`src/rtl/hiaddr_pkg.sv`:
```
package hiaddr_pkg;

    // How the upper pins are conditioned before routing.
    typedef enum logic {
        CAP_THRU  = 1'b0,
        CAP_LATCH = 1'b1
    } cap_mode_e;

    // Where the conditioned upper pins are sent.
    typedef enum logic {
        ROUTE_LOGIC = 1'b0,
        ROUTE_ADDR  = 1'b1
    } route_e;

    localparam int unsigned DEF_PAGE_W = 4;
    localparam int unsigned DEF_NUM_HI = 4;
    localparam int unsigned DEF_DATA_W = 8;
    localparam int unsigned DEF_OFS_W  = 8;

endpackage

```
`src/rtl/hiaddr_page_reg.sv`:
```
module hiaddr_page_reg #(
    parameter int unsigned PAGE_W = 4,
    parameter int unsigned DATA_W = 8,
    parameter int unsigned OFS_W  = 8,
    parameter logic [OFS_W-1:0] PAGE_OFS = 8'h18
) (
    input  logic              clk,
    input  logic              rst_n,
    input  logic              io_cs,
    input  logic [OFS_W-1:0]  io_ofs,
    input  logic              wr_en,
    input  logic              rd_en,
    input  logic [DATA_W-1:0] wdata,
    output logic [DATA_W-1:0] rdata,
    output logic [PAGE_W-1:0] page
);

    typedef struct packed {
        logic [PAGE_W-1:0] page;
    } state_t;

    state_t st_d, st_q;
    logic   hit;
    logic   unused_wdata_hi;

    assign hit             = io_cs && (io_ofs == PAGE_OFS);
    assign unused_wdata_hi = ^wdata[DATA_W-1:PAGE_W];

    always_comb begin
        st_d = st_q;
        if (hit && wr_en) begin
            st_d.page = wdata[PAGE_W-1:0];
        end
    end

    always_ff @(posedge clk or negedge rst_n) begin
        if (!rst_n) begin
            st_q <= '0;
        end else begin
            st_q <= st_d;
        end
    end

    always_comb begin
        rdata = '0;
        if (hit && rd_en) begin
            rdata[PAGE_W-1:0] = st_q.page;
        end
    end

    assign page = st_q.page;

    // a decoded write lands in the register one edge later
    p_page_load_r2: assert property (@(posedge clk) disable iff (!rst_n)
        (io_cs && io_ofs == PAGE_OFS && wr_en) |=> page == $past(wdata[PAGE_W-1:0]));

    // without a decoded write the register keeps its value
    p_page_hold_r3: assert property (@(posedge clk) disable iff (!rst_n)
        !(io_cs && io_ofs == PAGE_OFS && wr_en) |=> $stable(page));

    // the read bus is quiet outside a decoded read
    p_rdata_idle_r4: assert property (@(posedge clk) disable iff (!rst_n)
        !(io_cs && io_ofs == PAGE_OFS && rd_en) |-> rdata == '0);

endmodule

```
`src/rtl/hiaddr_pin_cond.sv`:
```
module hiaddr_pin_cond
    import hiaddr_pkg::*;
#(
    parameter int unsigned NUM_HI = 4
) (
    input  logic              clk,
    input  logic              rst_n,
    input  logic              ale,
    input  cap_mode_e         cap_mode,
    input  logic [NUM_HI-1:0] pins,
    output logic [NUM_HI-1:0] cond
);

    typedef struct packed {
        logic              ale;
        logic [NUM_HI-1:0] held;
    } state_t;

    state_t st_d, st_q;
    logic   strobe_fall;

    assign strobe_fall = st_q.ale && !ale;

    always_comb begin
        st_d     = st_q;
        st_d.ale = ale;
        if (strobe_fall) begin
            st_d.held = pins;
        end
    end

    always_ff @(posedge clk or negedge rst_n) begin
        if (!rst_n) begin
            st_q <= '0;
        end else begin
            st_q <= st_d;
        end
    end

    for (genvar i = 0; i < NUM_HI; i++) begin : g_bit
        assign cond[i] = (cap_mode == CAP_LATCH) ? st_q.held[i] : pins[i];
    end

    // the strobe fall captures the pins
    p_capture_r6: assert property (@(posedge clk) disable iff (!rst_n)
        (st_q.ale && !ale) |=> st_q.held == $past(pins));

    // no strobe fall, no change of the captured bits
    p_hold_r6: assert property (@(posedge clk) disable iff (!rst_n)
        !(st_q.ale && !ale) |=> $stable(st_q.held));

endmodule

```
`src/rtl/hiaddr_route.sv`:
```
module hiaddr_route
    import hiaddr_pkg::*;
#(
    parameter int unsigned NUM_HI = 4
) (
    input  route_e            route,
    input  logic [NUM_HI-1:0] cond,
    output logic [NUM_HI-1:0] hi_addr,
    output logic [NUM_HI-1:0] hi_logic
);

    for (genvar i = 0; i < NUM_HI; i++) begin : g_steer
        assign hi_addr[i]  = (route == ROUTE_ADDR)  && cond[i];
        assign hi_logic[i] = (route == ROUTE_LOGIC) && cond[i];
    end

endmodule

```
`src/rtl/hiaddr_page_unit.sv`:
```
module hiaddr_page_unit
    import hiaddr_pkg::*;
#(
    parameter int unsigned PAGE_W = DEF_PAGE_W,
    parameter int unsigned NUM_HI = DEF_NUM_HI,
    parameter int unsigned DATA_W = DEF_DATA_W,
    parameter int unsigned OFS_W  = DEF_OFS_W,
    parameter logic [OFS_W-1:0] PAGE_OFS = 8'h18
) (
    input  logic              clk,
    input  logic              rst_n,
    input  logic              io_cs,
    input  logic [OFS_W-1:0]  io_ofs,
    input  logic              wr_en,
    input  logic              rd_en,
    input  logic [DATA_W-1:0] wdata,
    output logic [DATA_W-1:0] rdata,
    input  logic              ale,
    input  logic [NUM_HI-1:0] hi_pin,
    input  logic              cfg_latch,
    input  logic              cfg_addr_mode,
    output logic [PAGE_W-1:0] page,
    output logic [NUM_HI-1:0] hi_addr,
    output logic [NUM_HI-1:0] hi_logic
);

    logic [NUM_HI-1:0] cond;
    cap_mode_e         cap_mode;
    route_e            route;

    assign cap_mode = cap_mode_e'(cfg_latch);
    assign route    = route_e'(cfg_addr_mode);

    hiaddr_page_reg #(
        .PAGE_W   (PAGE_W),
        .DATA_W   (DATA_W),
        .OFS_W    (OFS_W),
        .PAGE_OFS (PAGE_OFS)
    ) i_page_reg (
        .clk    (clk),
        .rst_n  (rst_n),
        .io_cs  (io_cs),
        .io_ofs (io_ofs),
        .wr_en  (wr_en),
        .rd_en  (rd_en),
        .wdata  (wdata),
        .rdata  (rdata),
        .page   (page)
    );

    hiaddr_pin_cond #(
        .NUM_HI (NUM_HI)
    ) i_pin_cond (
        .clk      (clk),
        .rst_n    (rst_n),
        .ale      (ale),
        .cap_mode (cap_mode),
        .pins     (hi_pin),
        .cond     (cond)
    );

    hiaddr_route #(
        .NUM_HI (NUM_HI)
    ) i_route (
        .route    (route),
        .cond     (cond),
        .hi_addr  (hi_addr),
        .hi_logic (hi_logic)
    );

    // pass-through mode follows the pins
    p_thru_r5: assert property (@(posedge clk) disable iff (!rst_n)
        !cfg_latch |-> cond == hi_pin);

    // address route silences the logic inputs
    p_addr_route_r7: assert property (@(posedge clk) disable iff (!rst_n)
        cfg_addr_mode |-> (hi_logic == '0 && hi_addr == cond));

    // logic route silences the bank-decoder inputs
    p_logic_route_r8: assert property (@(posedge clk) disable iff (!rst_n)
        !cfg_addr_mode |-> (hi_addr == '0 && hi_logic == cond));

endmodule

```
`config.mk`:
```
export PLATFORM = sky130hd
export DESIGN_NAME = hiaddr_page_unit
export DESIGN_NICKNAME = d
export VERILOG_FILES = /design/src/rtl/hiaddr_pkg.sv /design/src/rtl/hiaddr_page_reg.sv /design/src/rtl/hiaddr_pin_cond.sv /design/src/rtl/hiaddr_route.sv /design/src/rtl/hiaddr_page_unit.sv
export SDC_FILE = /design/constraint.sdc
export NUM_CORES = 1
export LEC_CHECK = 0
export BUFFER_PORTS_ARGS = -buffer_cell sky130_fd_sc_hd__buf_2
export CELL_PAD_IN_SITES_DETAIL_PLACEMENT = 0
export CELL_PAD_IN_SITES_GLOBAL_PLACEMENT = 2
export CORE_ASPECT_RATIO = 0.5
export CORE_UTILIZATION = 21
export CTS_CLUSTER_DIAMETER = 150
export DETAILED_ROUTE_END_ITERATION = 8
export PLACE_DENSITY_LB_ADDON = 0.1
export SYNTH_ARGS = -nofsm -noshare
export SYNTH_HDL_FRONTEND = slang
export SYNTH_HIERARCHICAL = 1
export SYNTH_SLANG_ARGS = --single-unit
```
`constraint.sdc`:
```
create_clock -name clk -period 3.2 [get_ports clk]
set_clock_uncertainty 0.2 [all_clocks]
set_input_delay 0.32 -clock clk [delete_from_list [all_inputs] [get_ports clk]]
set_output_delay 0.32 -clock clk [all_outputs]
set_load 0.02 [all_outputs]
```
==> flow_summary.json <==
{
  "grt_pass1_vias": 455,
  "syn_to_final_growth_pct": 50.0,
  "drt-total-wl_mm": 1.25,
  "route.vias.total": 468,
  "clock_sinks": 9,
  "clkLatencyLatePin_ps": 230,
  "grt_max_degree": 10,
  "cts_htree_levels": 1,
  "preCtsSetupSlack_ps": 1480,
  "path_cells": "buf_2 > nor4b_1 > and3_2 > and2_1 > buf_2",
  "end_kind": "output pin",
  "gp_congestion": 0.611,
  "hold_viol_final": 0,
  "cpMaxStageDelayCell": "nor4b_1",
  "worstPathRequired_ps": 2680,
  "tns_ps": 0,
  "rrSetupSlack_ps": 2090,
  "cp_top_family": "simple AND/OR/NAND/NOR gates",
  "hp-start": "ale",
  "avgRoutedWirePerCell_um": 10.1,
  "clkPwrFrac": 0.380,
  "synth_cell_type_count": 13,
  "drtAntennaViolNets": 0,
  "grt_use_total": 0.0967,
  "power_mw": 0.336,
  "hold_path.class": "in2reg",
  "rsz0062_at_grt": "no",
  "period_needed_ps": 1730,
  "drv_cap": 0,
  "p_int_mw": 0.252,
  "die_area_um2": 2840,
  "r2r_start": "i_pin_cond/st_q[4]",
  "grt_pass1_wl_mm": 1.93,
  "yosysSeqAreaShare": 0.409,
  "cts_buffers": 3,
  "crit_type": "in2out",
  "die_h_um": 38.2,
  "worst_path_largest_cell_delay_ps": 270,
  "avgSynthCellArea_um2": 12.2,
  "status": "completed",
  "max-vdd-ir-drop_v": 0.000117,
  "power_density_nw_per_um2": 407,
  "overflow": 0,
  "diodes": 0,
  "clkTransAtPathRegs_ps": 40,
  "core_area_um2": 2340,
  "critPathArrivalTime_ps": 1210,
  "cts_buffer_depth": 2,
  "num_io_pins": 48,
  "drtPass1Iterations": 2,
  "p_seq_frac": 0.385,
  "core.rowCount": 12,
  "p_sw_mw": 0.0843,
  "cp_max_fo": 4,
  "finalMaxSlewViolations": 0,
  "final_net_count": 117,
  "die_w_um": 74.4,
  "cts_root_buf": "clkbuf_8",
  "antenna_found_initial": 0,
  "cp_num_buf_inv": 2,
  "startpoint": "io_ofs[1]",
  "finalCritPeriodShare": 0.540,
  "ys_ff_latch": 9,
  "fmax_mhz": 579,
  "cts_tree": "yes",
  "combPwrFrac": 0.235,
  "crit_top_cell": "buf_2",
  "timing.final.ws_setup_ps": 1470,
  "setup_viol": 0,
  "drtIter0Drc": 1,
  "critPathLaunchType": "primary input",
  "cts.repair.resized": 0,
  "yosys_warnings": 6,
  "initial_core_util": 0.235,
  "syn_inst": 45,
  "syn_area_um2": 551,
  "viasPerCell": 3.80,
  "layout-drive-gt1-share": 0.648,
  "switching_share": 0.251,
  "io_buffers": 39,
  "p_leak_nw": 0.472,
  "drc": 0
}
## cell usage after synthesis
cell	n	area share
and2_1	8	0.091
conb_1	1	0.0068
dfrtp_1	9	0.41
mux2_4	4	0.11
nor4b_1	1	0.016
and3_2	1	0.014
mux2_2	8	0.16
nor2b_1	5	0.057
nor3_1	1	0.0091
nand4_2	1	0.023
and4bb_1	1	0.023
nand2b_4	1	0.025
buf_4	4	0.055
## state kept, by name, summed over array words and instances, names as in the netlist
signal / flops
i_pin_cond/st_q: 5
i_page_reg/page: 4
## worst paths after layout
path / depth (start not counted) / end
hold / removal: 1 / i_pin_cond/st_q[4]
min in group asynchronous: 2 / i_pin_cond/st_q[1]
setup reg to reg: 2 / i_pin_cond/st_q[1]
setup / recovery: 5 / rdata[0]
hold reg to reg: 1 / i_pin_cond/st_q[3]
max in group asynchronous: 2 / i_page_reg/page[3]
## placed cells by master, fill, tap and decap left out, drive strengths merged
cell	Yosys	layout
nor3	1	1
and3	1	1
conb	1	4
nand2b	1	1
nor4b	1	1
clkbuf	0	4
nor2b	5	5
mux2	12	12
and4bb	1	1
dfrtp	9	9
buf	4	39
and2	8	8
nand4	1	1
dlygate4sd3	0	1
## timing repair
| action | in CTS | in global routing |
|---|---|---|
| setup buffers | 0 | 0 |
| endpoints found under the hold margin | 9 | 0 |
| setup endpoints to repair | 0 | 0 |
| hold buffers | 1 | 0 |
## power by group through the flow
stage / registers [mW] / logic, mW / clock network [mW]
2_1_floorplan: 0.131 / 0.0504 / 0
3_3_place_gp: 0.130 / 0.0774 / 0
3_5_place_dp: 0.130 / 0.0796 / 0
4_1_cts: 0.129 / 0.0804 / 0.132
5_1_grt: 0.130 / 0.0866 / 0.141
6_report: 0.129 / 0.0790 / 0.128
## metrics by stage
step | util | std cells | area [µm²] | hold WS (ps)
floorplan | - | 48 | 562 | -176
global placement | 0.329 | 118 | 771 | -25.8
detailed placement | 0.329 | 118 | 771 | -19.6
CTS | 0.353 | 123 | 826 | 12.8
global route | 0.353 | 123 | 826 | 10.9
finish | 0.353 | 123 | 826 | 18.2
## routing by layer
layer,GRT usage,vias to the layer above,part of all wire
li1,-,231,-
met1,0.0944,205,0.43
met2,0.182,30,0.46
met3,0.0263,2,0.11
met4,0.0708,0,0.0096
met5,0,-,0
## layout make-up
cell class                 count  area, µm²
clock buffer                   4       45.0
multi-input combinational     35        307
fill                         267       1520
timing repair buffer          40        205
sequential                     9        225
tap                           35       43.8
## kinds of logic after synthesis
group,after synthesis,share of synthesized area
buffers and inverters,4,0.0545
DFF,9,0.409
other,1,0.00681
muxes,12,0.273
and+or+nand+nor,19,0.257
(Power assumes the default switching activity.)
